### src/rtl/gpio_bank_pkg.sv
package gpio_bank_pkg;
  localparam int unsigned ADDR_W = 8;
  localparam int unsigned DATA_W = 32;

  localparam logic [ADDR_W-1:0] OFS_DIN   = 8'h04;
  localparam logic [ADDR_W-1:0] OFS_MODE1 = 8'h08;
  localparam logic [ADDR_W-1:0] OFS_MODE0 = 8'h0C;
  localparam logic [ADDR_W-1:0] OFS_DSET  = 8'h14;
  localparam logic [ADDR_W-1:0] OFS_DCLR  = 8'h18;
  localparam logic [ADDR_W-1:0] OFS_M1CLR = 8'h50;
  localparam logic [ADDR_W-1:0] OFS_M0SET = 8'h54;
  localparam logic [ADDR_W-1:0] OFS_M0CLR = 8'h58;

  // {mode1, mode0}
  typedef enum logic [1:0] {
    PAD_INPUT  = 2'b00,
    PAD_PUSH   = 2'b01,
    PAD_SINK   = 2'b10,
    PAD_SOURCE = 2'b11
  } pad_mode_e;
endpackage

### src/rtl/gpio_bank_regs.sv
module gpio_bank_regs
  import gpio_bank_pkg::*;
#(
  parameter int unsigned NPINS = 32
) (
  input  logic              clk_i,
  input  logic              rst_ni,
  input  logic              we_i,
  input  logic [ADDR_W-1:0] addr_i,
  input  logic [NPINS-1:0]  wbits_i,
  input  logic              unlock_i,
  output logic [NPINS-1:0]  mode0_o,
  output logic [NPINS-1:0]  mode1_o,
  output logic [NPINS-1:0]  dout_o
);
  logic [NPINS-1:0] mode0_q, mode1_q, dout_q;

  always_ff @(posedge clk_i or negedge rst_ni) begin
    if (!rst_ni) begin
      mode0_q <= '0;
      mode1_q <= '0;
      dout_q  <= '0;
    end else if (we_i) begin
      unique case (addr_i)
        OFS_DSET:  dout_q <= dout_q | wbits_i;
        OFS_DCLR:  dout_q <= dout_q & ~wbits_i;
        OFS_MODE1: if (unlock_i) mode1_q <= wbits_i;
        OFS_MODE0: if (unlock_i) mode0_q <= wbits_i;
        OFS_M1CLR: if (unlock_i) mode1_q <= mode1_q & ~wbits_i;
        OFS_M0SET: if (unlock_i) mode0_q <= mode0_q | wbits_i;
        OFS_M0CLR: if (unlock_i) mode0_q <= mode0_q & ~wbits_i;
        default: ;
      endcase
    end
  end

  assign mode0_o = mode0_q;
  assign mode1_o = mode1_q;
  assign dout_o  = dout_q;
endmodule

### src/rtl/gpio_pad_ctrl.sv
module gpio_pad_ctrl
  import gpio_bank_pkg::*;
#(
  parameter int unsigned NPINS = 32
) (
  input  logic [NPINS-1:0] mode0_i,
  input  logic [NPINS-1:0] mode1_i,
  input  logic [NPINS-1:0] dout_i,
  output logic [NPINS-1:0] pad_out_o,
  output logic [NPINS-1:0] pad_oe_o
);
  for (genvar p = 0; p < NPINS; p++) begin : g_pin
    pad_mode_e mode;
    assign mode = pad_mode_e'({mode1_i[p], mode0_i[p]});

    always_comb begin
      pad_oe_o[p]  = 1'b0;
      pad_out_o[p] = 1'b0;
      unique case (mode)
        PAD_INPUT: ;
        PAD_PUSH: begin
          pad_oe_o[p]  = 1'b1;
          pad_out_o[p] = dout_i[p];
        end
        PAD_SINK: pad_oe_o[p] = ~dout_i[p];
        PAD_SOURCE: begin
          pad_oe_o[p]  = dout_i[p];
          pad_out_o[p] = dout_i[p];
        end
        default: ;
      endcase
    end
  end
endmodule

### src/rtl/gpio_in_sync.sv
module gpio_in_sync #(
  parameter int unsigned NPINS  = 32,
  parameter int unsigned STAGES = 2
) (
  input  logic             clk_i,
  input  logic             rst_ni,
  input  logic [NPINS-1:0] async_i,
  output logic [NPINS-1:0] sync_o
);
  logic [NPINS-1:0] stage_q [STAGES];

  for (genvar s = 0; s < STAGES; s++) begin : g_stage
    always_ff @(posedge clk_i or negedge rst_ni) begin
      if (!rst_ni) stage_q[s] <= '0;
      else if (s == 0) stage_q[s] <= async_i;
      else stage_q[s] <= stage_q[(s == 0) ? 0 : s-1];
    end
  end

  assign sync_o = stage_q[STAGES-1];
endmodule

### src/rtl/gpio_mode_bank.sv
module gpio_mode_bank
  import gpio_bank_pkg::*;
#(
  parameter int unsigned NPINS = 32
) (
  input  logic              clk_i,
  input  logic              rst_ni,
  input  logic              reg_we_i,
  input  logic [7:0]        reg_addr_i,
  input  logic [31:0]       reg_wdata_i,
  output logic [31:0]       reg_rdata_o,
  input  logic              mode_unlock_i,
  input  logic [NPINS-1:0]  pad_in_i,
  output logic [NPINS-1:0]  pad_out_o,
  output logic [NPINS-1:0]  pad_oe_o
);
  logic [NPINS-1:0] mode0_q, mode1_q, dout_q, din_q;

  gpio_bank_regs #(.NPINS(NPINS)) u_regs (
    .clk_i    (clk_i),
    .rst_ni   (rst_ni),
    .we_i     (reg_we_i),
    .addr_i   (reg_addr_i),
    .wbits_i  (reg_wdata_i[NPINS-1:0]),
    .unlock_i (mode_unlock_i),
    .mode0_o  (mode0_q),
    .mode1_o  (mode1_q),
    .dout_o   (dout_q)
  );

  gpio_pad_ctrl #(.NPINS(NPINS)) u_pad (
    .mode0_i   (mode0_q),
    .mode1_i   (mode1_q),
    .dout_i    (dout_q),
    .pad_out_o (pad_out_o),
    .pad_oe_o  (pad_oe_o)
  );

  gpio_in_sync #(.NPINS(NPINS), .STAGES(2)) u_sync (
    .clk_i   (clk_i),
    .rst_ni  (rst_ni),
    .async_i (pad_in_i),
    .sync_o  (din_q)
  );

  always_comb begin
    reg_rdata_o = '0;
    unique case (reg_addr_i)
      OFS_DIN:   reg_rdata_o[NPINS-1:0] = din_q;
      OFS_MODE1: reg_rdata_o[NPINS-1:0] = mode1_q;
      OFS_MODE0: reg_rdata_o[NPINS-1:0] = mode0_q;
      OFS_DSET:  reg_rdata_o[NPINS-1:0] = dout_q;
      default: ;
    endcase
  end
endmodule

### config.mk
export PLATFORM = sky130hd
export DESIGN_NAME = gpio_mode_bank
export DESIGN_NICKNAME = d
export VERILOG_FILES = /design/src/rtl/gpio_bank_pkg.sv /design/src/rtl/gpio_bank_regs.sv /design/src/rtl/gpio_pad_ctrl.sv /design/src/rtl/gpio_in_sync.sv /design/src/rtl/gpio_mode_bank.sv
export SDC_FILE = /design/constraint.sdc
export NUM_CORES = 1
export LEC_CHECK = 0
export ABC_AREA = 1
export BUFFER_PORTS_ARGS = -buffer_cell sky130_fd_sc_hd__buf_2
export CORE_UTILIZATION = 30
export DETAILED_ROUTE_END_ITERATION = 8
export GPL_ROUTABILITY_DRIVEN = 0
export SYNTH_ARGS = -nofsm -noshare
export SYNTH_HDL_FRONTEND = slang
export SYNTH_SLANG_ARGS = --single-unit
### constraint.sdc
create_clock -name clk_i -period 1.7 [get_ports clk_i]
set_input_delay 0 -clock clk_i [delete_from_list [all_inputs] [get_ports clk_i]]
set_output_delay 0 -clock clk_i [all_outputs]
set_load 0.02 [all_outputs]
# ---- Word level (Yosys, flattened, before mapping)
# Index checks and enable logic that the tools add are counted.
dict set report word_totals {
  output_inout_bits 96
  ff_bits 160
  elab_cells 262
  in_bits 76
}
dict set report op_classes {
  n_mux 72
  eq_ne 109
  n_reduce_logical 38
  n_bitwise 38
}
# op count
set op_table {}
lappend op_table {{equality test 2 bit (second input constant)} 64}
lappend op_table {{2-to-1 mux 32 bit} 4}
lappend op_table {{one-hot mux 32 bit (2 select lines)} 2}
lappend op_table {{one-hot mux 32 bit (4 select lines)} 1}
lappend op_table {{AND 32 bit} 3}
lappend op_table {{one-hot mux 1 bit (3 select lines)} 32}
lappend op_table {{one-hot mux 32 bit (3 select lines)} 1}
lappend op_table {{equality test 2 x 1 -> 1 bit (second input constant)} 32}
lappend op_table {{bitwise OR 32 bit} 2}
lappend op_table {{OR reduction 2 bit} 32}
lappend op_table {{2-to-1 mux 1 bit} 32}
lappend op_table {{inverter 1 bit} 32}
lappend op_table {{inverter 32 bit} 1}
lappend op_table {{equality test 8 x 7 -> 1 bit (second input constant)} 3}
lappend op_table {{equality test 8 x 4 -> 1 bit (second input constant)} 2}
lappend op_table {{equality test 8 x 5 -> 1 bit (second input constant)} 2}
lappend op_table {{!= test 2 bit (second input constant)} 5}
lappend op_table {{equality test 8 x 3 -> 1 bit (second input constant)} 1}
lappend op_table {{AND reduction 5 bit} 1}
lappend op_table {{AND reduction 4 bit} 1}
lappend op_table {{nonzero test 2 bit} 2}
lappend op_table {{nonzero test 3 bit} 1}
lappend op_table {{AND reduction 2 bit} 1}

# ---- Logic depth before layout (Yosys ltp)
# Gate-level depths: netlist of the first run.
dict set report logic_depth {
  word_depth 4
  mapped_depth 11
  mapped_depth_nobuf 10
}

# ---- By module
# A second synthesis of the first run with hierarchy kept.
dict set report hier_totals {
  cells_unflattened 1379
  area_unflattened_um2 9491.6
}
# module area_each_um2 n_inst cells_per_inst seq_area_each_um2
set by_module_without_submodules {}
lappend by_module_without_submodules {gpio_bank_regs 4939.7 1 662 2402.3}
lappend by_module_without_submodules {gpio_in_sync 1841.8 1 96 1601.5}
lappend by_module_without_submodules {gpio_mode_bank 1508.9 1 333 0.0}
lappend by_module_without_submodules {gpio_pad_ctrl 1201.2 1 288 0.0}

# ---- Worst setup path after synthesis of the first run
# OpenSTA, ideal clock, no wires.
dict set report synth_timing {
  path_type {input to register}
  start {input port reg_addr_i[7]}
  end {register u_regs.mode1_q[22], in the netlist u_regs.mode1_o[22]}
  setup_slack_ns 0.597
  arrival_ns 0.987
  path_buffers 2
  cell_stages 10
  required_ns 1.583
  path_cell_list {inv_1 > nand2_1 > nor2_4 > nand3_1 > buf_2 > clkbuf_1 > nand2_1 > o21ai_0 > nand2_1 > nand2_1}
}
dict set report synth_via {
  elab_chain_cells 3
}
# element line_no
set synth_lines {}
lappend synth_lines {{start, declared} gpio_mode_bank.sv:9} ;# input logic [7:0] reg_addr_i,
lappend synth_lines {{equality test 8 x 7 -> 1 bit / equality test 8 x 4 -> 1 bit (equally long branches)} gpio_bank_regs.sv:24} ;# unique case (addr_i)
lappend synth_lines {{!= test 2 bit (no source line) / nonzero test 2 bit (equally long branches)} --}
lappend synth_lines {{AND reduction 4 bit (no source line)} --}
lappend synth_lines {{end signal, assigned} gpio_bank_regs.sv:27} ;# OFS_MODE1: if (unlock_i) mode1_q <= wbits_i;
lappend synth_lines {{end signal, assigned} gpio_bank_regs.sv:29} ;# OFS_M1CLR: if (unlock_i) mode1_q <= mode1_q & ~wbits_i;
lappend synth_lines {{end, declared} gpio_bank_regs.sv:16} ;# logic [NPINS-1:0] mode0_q, mode1_q, dout_q;
# Several ways; a longest one is shown, not always the timed one.
# A chain may end at the register's enable or synchronous reset.

# ---- Worst setup path in the final report of the first run
dict set report layout_timing {
  start {register u_regs.mode0_q[20], in the netlist u_regs.mode0_o[20]}
  end {output port pad_oe_o[20]}
}
dict set report layout_via {
  elab_chain_cells 2
}
# element line_no
set layout_lines {}
lappend layout_lines {{start, declared} gpio_bank_regs.sv:16}
lappend layout_lines {{start signal, assigned} gpio_bank_regs.sv:28} ;# OFS_MODE0: if (unlock_i) mode0_q <= wbits_i;
lappend layout_lines {{start signal, assigned} gpio_bank_regs.sv:30} ;# OFS_M0SET: if (unlock_i) mode0_q <= mode0_q | wbits_i;
lappend layout_lines {{start signal, assigned} gpio_bank_regs.sv:31} ;# OFS_M0CLR: if (unlock_i) mode0_q <= mode0_q & ~wbits_i;
lappend layout_lines {{equality test 2 bit / equality test 2 x 1 -> 1 bit (equally long branches)} gpio_pad_ctrl.sv:19} ;# unique case (mode)
lappend layout_lines {{one-hot mux 1 bit (3 select lines) (*)} gpio_pad_ctrl.sv:19}
lappend layout_lines {{end, declared} gpio_mode_bank.sv:15} ;# output logic [NPINS-1:0] pad_oe_o
# Every way passes the cells marked *; elsewhere a longest branch is shown, timed or not.

==> impl_results.md, run 1 <==
- Status: complete, no violations
- Asr flop ratio synth: 1.00
- Worst slew pin tran: 0.525 ns
- HPWL after detailed placement: 18200 microns
- Sequential fraction of the synthesis area: 0.480
- Commonest non-fill, non-tap cell in the layout: nand2_1
- Worst EP required: 1.70 ns
- Leak: 5.94 nW
- TritonCTS Buffers: 17
- Fmax: 756 MHz
- Dpl cell area: 9800 sq um
- Setup ws final: 0.377 ns
- Crit-path cells: nor2_1, nor2_1, nand2_1, nand2_1, buf_2
- Largest net degree at the start of global routing: 65
- Worst Path Buf+Inv: 1
- Routed wire length: 28000 microns
- Via-to-Cell Ratio: 5.03
- Final core utilization: 0.411
- Via count: 8735
- Synthesized flop and latch total: 160
- Dpl ws: 0.214 ns
- Syn Nets: 1210
- Fin. Hold Viols: 0
- Most frequent cells in the layout: nand2_1 (425), buf_2 (170), dfrtp_1 (160)
- First-pass GRT wire length: 45000 microns
- GRT Overall Usage: 0.202
- Critical path class: reg2out
- DR pass1 iterations: 5
- Die Wd: 169 microns
- Pwr Density: 885 nW/um^2
- Final worst-path cycle share: 0.778
- Max Clock Skew: 0.00576 ns
- Final hold slack: 0.121 ns
- FILL cells: 2739
- TritonCTS clock tree: done
- Final Setup Violations: 0
- CP max stage cell: dfrtp_1
- TNS Setup: 0 ns
- Die area: 28500 sq um
- Total Power: 9.85 mW
- Number of global-route vias before repair: 8097
- Critical Path Source: u_regs.mode0_o[20]$_DFFE_PN0P_
- GRT Residual Overflow: 0
- Finished Layout Cells: 1738
- Die H: 169 microns
- Mapped Area: 8340 sq um
- Slew Limit Fails: 0
- PortBufs: 171
- Most used DFF post-synth: dfrtp_1
- Synth-to-layout area growth: 33.5%
- Clock Tree Buf Depth: 2
- Clk sink count: 160
- Worst-path clk slew: 0.07 ns
- Worst Hold Class: in2async
- Critical Path Source Type: flip-flop
- Worst path max stage delay: 0.42 ns
- Antenna violations before repair: 1
- Yosys cell types: 20
- H-tree depth: 4
- Crit end category: output pin
- Cell row count: 60
- Placeable core region: 27100 sq um
- # placed instances: 1641
- Peak supply drop: 575 uV
- Clk_lat worst skew: 0.42 ns
- Max Cap Violations: 0
- Initial core utilization: 0.308
- Syn_area_per_cell: 7.35 sq um
- Share of layout cells above drive strength 1: 0.188
- Cell count after synthesis: 1134
- CP Max Fanout: 5
- DR WL/cell: 16.1 microns
- RSZ-0062 raised after global routing: false
- Final Critical Period: 1.32 ns
- Post-route ant nets: 0
- Post-synth EDFFs: 0
- DR iter-0 viols: 880
- Slew margin rel.: 0.650
- Layout Nets: 1429
- I/O pins: 172
- Delay-heaviest family, CP: flip-flops
- YS warnings: 0
- Clock root buffer: clkbuf_16
- WP data arrival: 1.32 ns
- Reg-to-reg startpoint: u_regs.mode1_o[15]$_DFFE_PN0P_
- Non-Filler Cell Area, Final: 11100 sq um
- DRC errors left: 0
## what timing repair did
action                                  in CTS  in global routing
gates resized for setup                      0                  0
buffers inserted                             0                  0
hold endpoints to repair                   288                  0
endpoints found under the setup margin       0                  0
hold buffers                                65                  0
## logic make-up after synthesis
family	after synthesis	synth area share
compound gates	64	0.0384
simple gates	764	0.409
buf+inv	146	0.0720
flops	160	0.480
## layout make-up
class	count	area (sq um)	share of cell area
clock buffers	19	443	0.0398
multi-input cells	828	3770	0.338
flip-flops and latches	160	4000	0.360
diodes	1	2.50	0.000225
inverters	73	274	0.0246
clock inverters	12	231	0.0208
well taps	372	465	0.0418
repair buffers	273	1940	0.174
## power by group
group	switching, mW	internal (mW)
sequential	0.202	4.02
combinational	0.729	0.435
clock	1.66	2.81
## synthesized netlist by cell type, types with 2 or more instances
library cell    n  area share
nand4_1       129       0.097
buf_1           7      0.0032
buf_4           6      0.0054
nand2_2         4      0.0030
inv_1          70       0.032
nor2_4          3      0.0041
o21ai_1        36       0.022
inv_2           3      0.0014
nor2_2          2      0.0015
clkbuf_1       36       0.016
dfrtp_1       160        0.48
nor2_1         66       0.030
nand3_1       129       0.077
buf_2          24       0.014
nand2_1       427        0.19
o21ai_0        28       0.017
## path summary, 6_finish.rpt
| path | to | slack, ns | cells past startpoint |
|---|---|---|---|
| max | pad_oe_o[20] | 0.38 | 5 |
| min | u_sync.stage_q[40]$_DFF_PN0_ | 0.12 | 2 |
| max reg2reg | u_regs.mode1_o[15]$_DFFE_PN0P_ | 0.81 | 4 |
| min reg2reg | u_sync.sync_o[30]$_DFF_PN0_ | 0.34 | 0 |
| max in group asynchronous | u_regs.mode1_o[27]$_DFFE_PN0P_ | 0.93 | 3 |
| min in group clk_i | u_regs.mode0_o[9]$_DFFE_PN0P_ | 0.12 | 5 |
## layer usage
layer	routed length (microns)	up-vias	global-route usage
met4	304	0	0.0502
met3	1820	22	0.0381
li1	-	4189	-
met5	0	-	0
met2	12700	341	0.313
met1	13200	4183	0.287
No activity file was read; power rests on OpenSTA's default activity.
==> run 2, diff against run 1 <==
==> constraint.sdc (replaced) <==
create_clock -name clk_i -period 1.4 [get_ports clk_i]
set_input_delay 0 -clock clk_i [delete_from_list [all_inputs] [get_ports clk_i]]
set_output_delay 0 -clock clk_i [all_outputs]
set_load 0.02 [all_outputs]
==> impl_results.md, run 2 (synthesized netlist as in run 1, its figures left out) <==
- Max Cap Violations: 0
- Initial core utilization: 0.308
- Comb pwr share: 0.126
- I/O pins: 172
- H-tree depth: 4
- Final worst-path cycle share: 0.947
- Clock root buffer: clkbuf_16
- HPWL after detailed placement: 18600 microns
- CP Max Fanout: 4
- Slew Limit Fails: 0
- GRT Residual Overflow: 0
- Worst EP required: 1.40 ns
- Fmax: 754 MHz
- Leak: 5.98 nW
- Slew margin rel.: 0.656
- Fin. Hold Viols: 0
- Largest net degree at the start of global routing: 65
- WP data arrival: 1.33 ns
- Worst slew pin tran: 0.516 ns
- RSZ-0062 raised after global routing: true
- Max Clock Skew: 0.00584 ns
- Worst Path Buf+Inv: 2
- Layout Nets: 1441
- TritonCTS Buffers: 17
- Crit end category: output pin
- Internal power: 8.33 mW
- Via count: 8671
- Die area: 28500 sq um
- DR pass1 iterations: 5
- Number of global-route vias before repair: 8234
- P_sw: 3.22 mW
- Clk_lat worst skew: 0.43 ns
- Clock share of power: 0.431
- Critical Path Source Type: flip-flop
- DR iter-0 viols: 640
- Placeable core region: 27100 sq um
- Crit-path cells: buf_4, nand3_1, nand4_1, buf_2
- PortBufs: 171
- DR WL/cell: 16.1 microns
- Peak supply drop: 683 uV
- Total Power: 11.6 mW
- Worst path max stage delay: 0.41 ns
- Flop pwr share: 0.443
- GRT Overall Usage: 0.203
- First-pass GRT wire length: 44800 microns
- Share of layout cells above drive strength 1: 0.203
- Post-route ant nets: 0
- Delay-heaviest family, CP: flip-flops
- Final Critical Period: 1.33 ns
- Status: complete, no violations
- Switching power share of the total: 0.279
- Via-to-Cell Ratio: 4.95
- Critical path class: reg2out
- Worst Hold Class: in2async
- CP max stage cell: dfrtp_1
- Antenna violations before repair: 1
- Routed wire length: 28200 microns
- Final Setup Violations: 0
- Clk sink count: 160
- TritonCTS clock tree: done
- Clock Tree Buf Depth: 2
- TNS Setup: 0 ns
- FILL cells: 2736
- Die H: 169 microns
- Commonest non-fill, non-tap cell in the layout: nand2_1
- Most frequent cells in the layout: nand2_1 (424), buf_2 (168), dfrtp_1 (154)
- DRC errors left: 0
- Final core utilization: 0.415
- Worst-path clk slew: 0.07 ns
- Pwr Density: 1030 nW/um^2
- Cell row count: 60
- Synth-to-layout area growth: 35.0%
- Die Wd: 169 microns
## run 2: final cells by class
class	count	area (sq um)	area share
tap	372	465	0.0414
antenna	1	2.50	0.000222
multi-input combinational	828	3770	0.335
inverter	73	274	0.0243
clock inverter	13	175	0.0156
clock buffer	18	439	0.0390
timing repair buffer	285	2110	0.188
sequential	160	4010	0.356
## run 2: repair_timing
action / 4_1_cts / 5_1_grt
hold endpoints to repair: 288 / 0
hold buffers: 65 / 0
buffers inserted: 0 / 5
setup endpoints to repair: 0 / 8
resized for setup: 0 / 12
## run 2: final timing paths
kind	slack, ns	depth (start not counted)	startpoint	endpoint
worst min register to register	0.35	0	u_sync.stage_q[46]$_DFF_PN0_	u_sync.sync_o[14]$_DFF_PN0_
min in group clk_i	0.10	4	reg_we_i	flip-flop
worst min-delay path	0.09	2	rst_ni	u_sync.stage_q[38]$_DFF_PN0_
max in group asynchronous	0.69	3	rst_ni	u_regs.mode1_o[27]$_DFFE_PN0P_
worst max register to register	0.52	5	u_regs.mode1_o[24]$_DFFE_PN0P_	u_regs.mode1_o[24]$_DFFE_PN0P_
worst max-delay path	0.07	4	u_regs.mode0_o[24]$_DFFE_PN0P_	reg_rdata_o[24]
## run 2: stage by stage
stage	cell area (sq um)	setup WS, ns	hold WS [ns]	std cells
global route	11300	-0.0156	0.0811	1750
finish	11300	0.0743	0.0929	1750
CTS	11200	0.0770	0.0665	1744
detailed placement	9930	0.0417	-0.0115	1648
floorplan	8340	0.297	-0.296	1134
global placement	9930	0.0747	-0.0140	1648
## run 2: layer usage
layer,global-route usage,part of all wire,up-vias
met5,0,0,-
li1,-,-,4205
met2,0.319,0.45,322
met1,0.285,0.47,4108
met3,0.0376,0.061,36
met4,0.0542,0.016,0
## run 2: power groups by stage
stage / registers, mW / clock network [mW] / logic (mW)
2_1_floorplan: 5.12 / 0 / 0.701
3_3_place_gp: 5.19 / 0 / 1.27
3_5_place_dp: 5.20 / 0 / 1.30
4_1_cts: 5.11 / 5.11 / 1.45
5_1_grt: 5.16 / 5.28 / 1.63
6_report: 5.12 / 4.97 / 1.46
## run 2: worst register-to-register path, cell delays in order, from the launching register on
cell and delay (ns):
dfrtp_1 0.41, buf_4 0.15, nand2_1 0.05, o21ai_1 0.06
nand2_1 0.07, nand2_1 0.04
==> run 3, diff against run 2 <==
--- a/config.mk
+++ b/config.mk
@@ -7,9 +7,11 @@
 export LEC_CHECK = 0
 export ABC_AREA = 1
 export BUFFER_PORTS_ARGS = -buffer_cell sky130_fd_sc_hd__buf_2
+export CORE_MARGIN = 2
 export CORE_UTILIZATION = 30
 export DETAILED_ROUTE_END_ITERATION = 8
 export GPL_ROUTABILITY_DRIVEN = 0
+export HOLD_SLACK_MARGIN = 0.05
 export SYNTH_ARGS = -nofsm -noshare
 export SYNTH_HDL_FRONTEND = slang
 export SYNTH_SLANG_ARGS = --single-unit
==> impl_results.md, run 3 (synthesized netlist as in run 1, its figures left out) <==
- Via count: 8697
- Slew Limit Fails: 0
- Placeable core region: 27600 sq um
- Switching power share of the total: 0.287
- Crit-path cells: buf_2, or2_1, nor2_4, buf_4, nand4_1, nand4_1, buf_2
- TritonCTS Buffers: 17
- TritonCTS clock tree: done
- Clk_lat worst skew: 0.43 ns
- H-tree depth: 4
- GRT Overall Usage: 0.200
- Slew margin rel.: 0.701
- Critical Path Source Type: input port
- Status: complete, no violations
- DR WL/cell: 16.3 microns
- Worst EP required: 1.40 ns
- Non-Filler Cell Area, Final: 11300 sq um
- Clock share of power: 0.421
- Fmax: 742 MHz
- RSZ-0062 raised after global routing: true
- Post-route ant nets: 0
- Die area: 29100 sq um
- I/O pins: 172
- Synth-to-layout area growth: 35.3%
- First-pass GRT wire length: 45100 microns
- Dpl ws: -0.00789 ns
- CP Max Fanout: 21
- Worst-path clk slew: 0.07 ns
- Dpl cell area: 9940 sq um
- Final hold slack: 0.0709 ns
- Worst Hold Class: in2async
- Largest net degree at the start of global routing: 65
- Cell row count: 61
- Internal power: 8.14 mW
- Max Cap Violations: 0
- Clk sink count: 160
- Commonest non-fill, non-tap cell in the layout: nand2_1
- Antenna violations before repair: 1
- CP max stage cell: buf_4
- Fin. Hold Viols: 0
- # placed instances: 1651
- Setup ws final: 0.0526 ns
- WP data arrival: 1.35 ns
- Crit end category: output pin
- Comb pwr share: 0.129
- Critical path class: in2out
- Via-to-Cell Ratio: 4.96
- Pwr Density: 1010 nW/um^2
- Layout Nets: 1438
- Die H: 171 microns
- Final core utilization: 0.409
- Final Setup Violations: 0
- Most frequent cells in the layout: nand2_1 (423), buf_2 (167), dfrtp_1 (150)
- GRT Residual Overflow: 0
- HPWL after detailed placement: 18600 microns
- Reg area: 4020 sq um
- Clock root buffer: clkbuf_16
- Peak supply drop: 754 uV
- Die Wd: 171 microns
- Worst path max stage delay: 0.30 ns
- Initial core utilization: 0.303
- DRC errors left: 0
- Leak: 5.98 nW
- Max Clock Skew: 0.00709 ns
- Number of global-route vias before repair: 8180
- Routed wire length: 28700 microns
- Share of layout cells above drive strength 1: 0.204
- Flop pwr share: 0.450
- DR pass1 iterations: 7
- DR iter-0 viols: 848
- Finished Layout Cells: 1754
- FILL cells: 2784
- Clock Tree Buf Depth: 2
- Final Critical Period: 1.35 ns
- PortBufs: 171
- Final worst-path cycle share: 0.962
- Worst slew pin tran: 0.448 ns
- P_sw: 3.28 mW
- Area of the multi-input gates: 3780 sq um
run 3: area by class of cell:
class                      instances  share of cell area
multi-input combinational        828               0.335
timing repair buffer             282               0.189
clock buffer                      17              0.0377
tap                              378              0.0419
sequential                       160               0.356
inverter                          73              0.0243
antenna                            1            0.000222
clock inverter                    15              0.0158
run 3: layer usage:
| metal | wire, microns | track usage | vias to the layer above |
|---|---|---|---|
| li1 | - | - | 4207 |
| met1 | 13100 | 0.280 | 4080 |
| met2 | 12800 | 0.313 | 381 |
| met3 | 2200 | 0.0400 | 29 |
| met4 | 521 | 0.0557 | 0 |
| met5 | 0 | 0 | - |
run 3: path summary, 6_finish.rpt:
kind / start / to / slack, ns / depth (start not counted)
max: reg_addr_i[4] / reg_rdata_o[17] / 0.05 / 7
min: rst_ni / u_sync.sync_o[7]$_DFF_PN0_ / 0.07 / 2
max reg2reg: u_regs.mode1_o[18]$_DFFE_PN0P_ / u_regs.mode1_o[18]$_DFFE_PN0P_ / 0.53 / 4
min reg2reg: u_sync.stage_q[59]$_DFF_PN0_ / u_sync.sync_o[27]$_DFF_PN0_ / 0.35 / 0
max in group asynchronous: rst_ni / u_regs.mode1_o[16]$_DFFE_PN0P_ / 0.76 / 3
min in group clk_i: reg_addr_i[1] / u_regs.mode0_o[16]$_DFFE_PN0P_ / 0.19 / 6
run 3: timing repair:
item                                    4_1_cts  5_1_grt
hold buffers                                 66        0
resized for setup                             0       21
endpoints found under the setup margin        0       37
endpoints found under the hold margin       288        0
buffers inserted                              0        4
run 3: power groups by stage:
stage	registers [mW]	logic [mW]	clock network [mW]
finish	5.13	1.47	4.81
global route	5.17	1.64	5.14
CTS	5.12	1.45	4.94
detailed placement	5.21	1.29	0
global placement	5.20	1.27	0
floorplan	5.12	0.701	0
run 3: critical path: cells and delay by family:
family,cells,cell delay [ns]
buffers and inverters,3,0.59
and+or+nand+nor,4,0.74
run 3: per-stage QoR:
step	total power [mW]	setup TNS, ns
after floorplan	5.83	0
after global placement	6.47	0
after detailed placement	6.50	-0.00789
after CTS	11.5	0
after global routing	11.9	-0.0768
final	11.4	0
